--- src/rtl/int_alu_flags.sv ---
module int_alu_flags #(
  parameter int W   = 32,
  parameter int OPW = 5
) (
  input  logic           clk,
  input  logic           rst,
  input  logic [OPW-1:0] op_sel,
  input  logic           set_flags,
  input  logic           imm_mode,
  input  logic           imm_rot,
  input  logic           shift_cout,
  input  logic [W-1:0]   a,
  input  logic [W-1:0]   b,
  input  logic [31:0]    status_in,
  output logic [W-1:0]   result,
  output logic           wr_dest,
  output logic [31:0]    status_out
);
  localparam int HW = W / 2;
  localparam logic [OPW-1:0] OP_AND = 0,  OP_XOR = 1,  OP_SUB = 2,  OP_RSB = 3,
                             OP_ADD = 4,  OP_ADC = 5,  OP_SBC = 6,  OP_RSC = 7,
                             OP_TST = 8,  OP_TEQ = 9,  OP_CMP = 10, OP_CMN = 11,
                             OP_ORR = 12, OP_ORN = 13, OP_MOV = 14, OP_BIC = 15,
                             OP_MVN = 16, OP_MVT = 17;

  logic          c_old, v_old;
  logic [W-1:0]  ax, by, res;
  logic          cin, arith, valid, nowr;
  logic [W:0]    sum;
  logic          c_logic, n_f, z_f, c_f, v_f;
  logic [31:0]   st_next;

  assign c_old = status_in[29];
  assign v_old = status_in[28];

  always_comb begin
    ax = a; by = b; cin = 1'b0; arith = 1'b0;
    unique case (op_sel)
      OP_ADD, OP_CMN: begin arith = 1'b1; end
      OP_ADC:         begin arith = 1'b1; cin = c_old; end
      OP_SUB, OP_CMP: begin arith = 1'b1; by = ~b; cin = 1'b1; end
      OP_SBC:         begin arith = 1'b1; by = ~b; cin = c_old; end
      OP_RSB:         begin arith = 1'b1; ax = b; by = ~a; cin = 1'b1; end
      OP_RSC:         begin arith = 1'b1; ax = b; by = ~a; cin = c_old; end
      default: ;
    endcase
  end

  assign sum = {1'b0, ax} + {1'b0, by} + {{W{1'b0}}, cin};

  always_comb begin
    unique case (op_sel)
      OP_AND, OP_TST: res = a & b;
      OP_XOR, OP_TEQ: res = a ^ b;
      OP_ORR:         res = a | b;
      OP_ORN:         res = a | ~b;
      OP_BIC:         res = a & ~b;
      OP_MOV:         res = b;
      OP_MVN:         res = ~b;
      OP_MVT:         res = {b[HW-1:0], a[HW-1:0]};
      OP_ADD, OP_ADC, OP_SUB, OP_SBC, OP_RSB, OP_RSC, OP_CMP, OP_CMN:
                      res = sum[W-1:0];
      default:        res = '0;
    endcase
  end

  assign valid   = (op_sel <= OP_MVT);
  assign nowr    = (op_sel == OP_TST) || (op_sel == OP_TEQ) ||
                   (op_sel == OP_CMP) || (op_sel == OP_CMN);
  assign c_logic = imm_mode ? (imm_rot ? b[W-1] : c_old) : shift_cout;

  assign n_f = res[W-1];
  assign z_f = (res == '0);
  assign c_f = arith ? sum[W] : c_logic;
  assign v_f = arith ? ((ax[W-1] == by[W-1]) && (sum[W-1] != ax[W-1])) : v_old;

  assign st_next = (set_flags && valid) ? {n_f, z_f, c_f, v_f, status_in[27:0]}
                                        : status_in;

  always_ff @(posedge clk) begin
    if (rst) begin
      result     <= '0;
      wr_dest    <= 1'b0;
      status_out <= '0;
    end else begin
      result     <= res;
      wr_dest    <= valid && !nowr;
      status_out <= st_next;
    end
  end
endmodule

--- config.mk ---
export PLATFORM = sky130hd
export DESIGN_NAME = int_alu_flags
export DESIGN_NICKNAME = d
export VERILOG_FILES = /design/src/rtl/int_alu_flags.sv
export SDC_FILE = /design/constraint.sdc
export NUM_CORES = 1
export LEC_CHECK = 0
export BUFFER_PORTS_ARGS = -buffer_cell sky130_fd_sc_hd__buf_2
export CORE_ASPECT_RATIO = 1.2
export CORE_UTILIZATION = 53
export CTS_CLUSTER_SIZE = 25
export DETAILED_ROUTE_END_ITERATION = 8
export GPL_TIMING_DRIVEN = 0
export PLACE_DENSITY = 0.79
export SYNTH_ARGS = -nofsm -noshare
export SYNTH_HDL_FRONTEND = slang
export SYNTH_SLANG_ARGS = --single-unit
--- constraint.sdc ---
create_clock -name clk -period 7.75 [get_ports clk]
set_clock_uncertainty 0.1 [all_clocks]
set_input_delay 1.55 -clock clk [delete_from_list [all_inputs] [get_ports clk]]
set_output_delay 1.55 -clock clk [all_outputs]
set_load 0.05 [all_outputs]
==> metrics.csv <==
stage;metric;value;unit
clock_tree;cts_tree;built;
sta;worstMarginPinSlew;1.04;ns
power;leakage;3.53;nW
clock_tree;cts.reportedPaths.clkPinSlew;0.05;ns
drt;drtAntennaViolNets;0;
min_path;min_from;status_in[23];
drt;drtPass1Iterations;5;
grt;grt_pass1_vias;7574;
floorplanning;io_pins;172;
clock_tree;htreeDepth;3;
clock_tree;cts_setup_buffers;0;
drt;drtIter0Drc;1013;
synthesis;synth_area;0.00706;mm²
drt;finalWirelength;29200;µm
clock_tree;cts_root_buf;clkbuf_16;
flow_run;max_cap_viol_count;0;
floorplanning;fp.dieW;107;µm
critical_path;worstPathCellList;buf_2, buf_4, buf_6, buf_2, or3b_2, clkbuf_1, buf_2, clkbuf_4, mux2_2, fa_1, fa_1, a21o_1, a221oi_2, o22ai_2, or2_4, xor2_1, a21oi_1, nand3_1, or4_1, or4b_1, nand2_1;
place;place_hpwl;22600;µm
critical_path;critPathMaxFanout;10;
sta;fmax;131;MHz
synthesis;synth-seq-cells;65;
place;place_congestion;0.995;
sta;fin_crit_sh;98.3;%
sta;slew_viol_final;0;
grt;grt_usage;41.2;%
grt;grt_pass1_wl;43000;µm
synthesis;synth.net_count;1115;
synthesis;synth_edf_count;0;
power;power.density;171;mW/mm²
grt;overflow;0;
floorplanning;start_util;55.0;%
sta;maxSlewHeadroom;30.4;%
synthesis;ys_warn_count;0;
min_path;hold_path_depth;2;
sta;min_period;7.62;ns
min_path;hold_class;input port to flop;
critical_path;path_depth;21;
sta;setup_viol;0;
floorplanning;core;0.0128;mm²
cells_and_area;area_growth;18.9;%
synthesis;postSynthCellCount;975;
synthesis;synthDistinctLibCells;98;
grt;antenna_found_initial;1;
drt;num_vias;8832;
synthesis;ys_async_sr_fraction;0;%
critical_path;crit_buf_inv;7;
critical_path;cp_common_cell;buf_2;
drt;wl_per_cell;22.1;µm
cells_and_area;layout_common_cells;174 x buf_2, 120 x o21ai_0, 90 x nand2_1;
synthesis;ys.flop_type;dfxtp_1;
cells_and_area;nets;1288;
critical_path;cp.required;7.92;ns
floorplanning;placementRows;45;
outcome;status;finished, final reports clean;
synthesis;ys_seq_area_share;18.4;%
critical_path;critPathKind;input port to flop;
clock_tree;holdBufCountCts;0;
power;ir_drop;202;µV
sta;tns;0;ns
critical_path;endpoint_kind;flop;
sta;final_hold_viol_count;0;
min_path;min_delay_worst_endpoint;status_out[23]$_SDFF_PP0_;
drt;via_per_inst;6.71;
synthesis;avgSynthCellArea;7.24;µm²
cells_and_area;final_common_cell;buf_2;
floorplanning;fp.dieH;128;µm
sta;rsz0062_at_grt;no;
cells_and_area;nFillCells;1207;
critical_path;cpPeakStageDelay;0.57;ns
cells_and_area;drive_gt1_share;23.4;%
clock_tree;tritoncts.num_buffers;9;
critical_path;slowest_stage;or4_1;
drt;drc;0;
critical_path;arrival;7.78;ns
clock_tree;cts.path.max_buffers;2;
place;port_buffers;162;
critical_path;critPathLaunchType;input port;
floorplanning;die_area;0.0138;mm²
cells_and_area;diodes;0;
grt;grt_max_degree;15;
critical_path;crit_family;simple AND/OR/NAND/NOR gates;
clock_tree;clkSinkCount;65;
sta;whs;1.34;ns
==> per-stage QoR <==
step	utilization [%]	instance area (µm²)	total power, W	worst slack (ns)	std cells
detailed placement	63.0	8090	0.00103	-0.657	1301
CTS	65.2	8380	0.00141	0.152	1316
global placement	62.9	8080	0.00102	-0.677	1301
global route	65.4	8400	0.00150	0.0122	1317
floorplan	-	7060	0.000831	0.912	975
finish	65.4	8400	0.00143	0.135	1317
==> state kept, by name, summed over array words and instances (netlist names) <==
| signal | cells |
|---|---|
| result | 32 |
| wr_dest | 1 |
| status_out | 32 |
==> timing repair <==
action | 4_1_cts | 5_1_grt
gates resized for setup | 3 | 6
endpoints found under the setup margin | 1 | 1
cloned | 0 | 0
==> final cells by class <==
type | instances | area (µm²) | area share, %
Sequential cell | 65 | 1300 | 15.5
Clock inverter | 3 | 40.0 | 0.477
Buffer | 74 | 377 | 4.48
Clock buffer | 13 | 250 | 2.98
Inverter | 19 | 71.3 | 0.849
Multi-Input combinational cell | 816 | 5340 | 63.6
Tap cell | 164 | 205 | 2.44
Timing Repair Buffer | 163 | 816 | 9.71
==> worst max-delay path by stage <==
stage,end,from,slack (ns)
floorplan,status_out[30]$_SDFF_PP0_,op_sel[3],0.91
global placement,status_out[30]$_SDFF_PP0_,op_sel[3],-0.68
detailed placement,status_out[30]$_SDFF_PP0_,op_sel[3],-0.66
CTS,status_out[30]$_SDFF_PP0_,op_sel[3],0.15
global route,status_out[30]$_SDFF_PP0_,op_sel[3],0.01
finish,status_out[30]$_SDFF_PP0_,op_sel[3],0.13
==> synth_stat cells (20+ instances only) <==
cell type | number | area, µm²
nor2b_1 | 37 | 231
clkbuf_1 | 42 | 158
dfxtp_1 | 65 | 1300
a21o_1 | 20 | 150
mux2_2 | 30 | 338
ha_1 | 31 | 388
nand3_1 | 21 | 105
nor2_1 | 74 | 278
o21ai_0 | 120 | 601
nor3_1 | 20 | 100
a21oi_1 | 81 | 405
nand2_1 | 91 | 342
==> per-layer routing <==
metal	share of wire, %	vias to the layer above	GRT usage, %	wire length, µm
met5	0.045	-	1.43	13
met4	5.4	2	22.6	1590
met3	14	115	10.9	3970
met2	43	648	65.5	12600
met1	38	4031	50.3	11000
li1	-	4036	-	-
==> power by group <==
group / internal [W] / total, W / switching (W)
sequential: 0.000362 / 0.000371 / 0.00000852
clock: 0.000256 / 0.000387 / 0.000130
combinational: 0.000221 / 0.000676 / 0.000455
==> cell families (layout without fill, tap and decap cells) <==
| logic type | Yosys count | in the layout | synth area share [%] |
|---|---|---|---|
| simple gates | 334 | 334 | 24.3 |
| mux | 36 | 36 | 5.70 |
| fa+ha+maj | 33 | 33 | 6.06 |
| buf+inv | 94 | 272 | 6.29 |
| flops | 65 | 65 | 18.4 |
| xor+xnor | 14 | 14 | 1.74 |
| compound gates | 399 | 399 | 37.5 |
No activity file was read; power rests on OpenSTA's default activity.
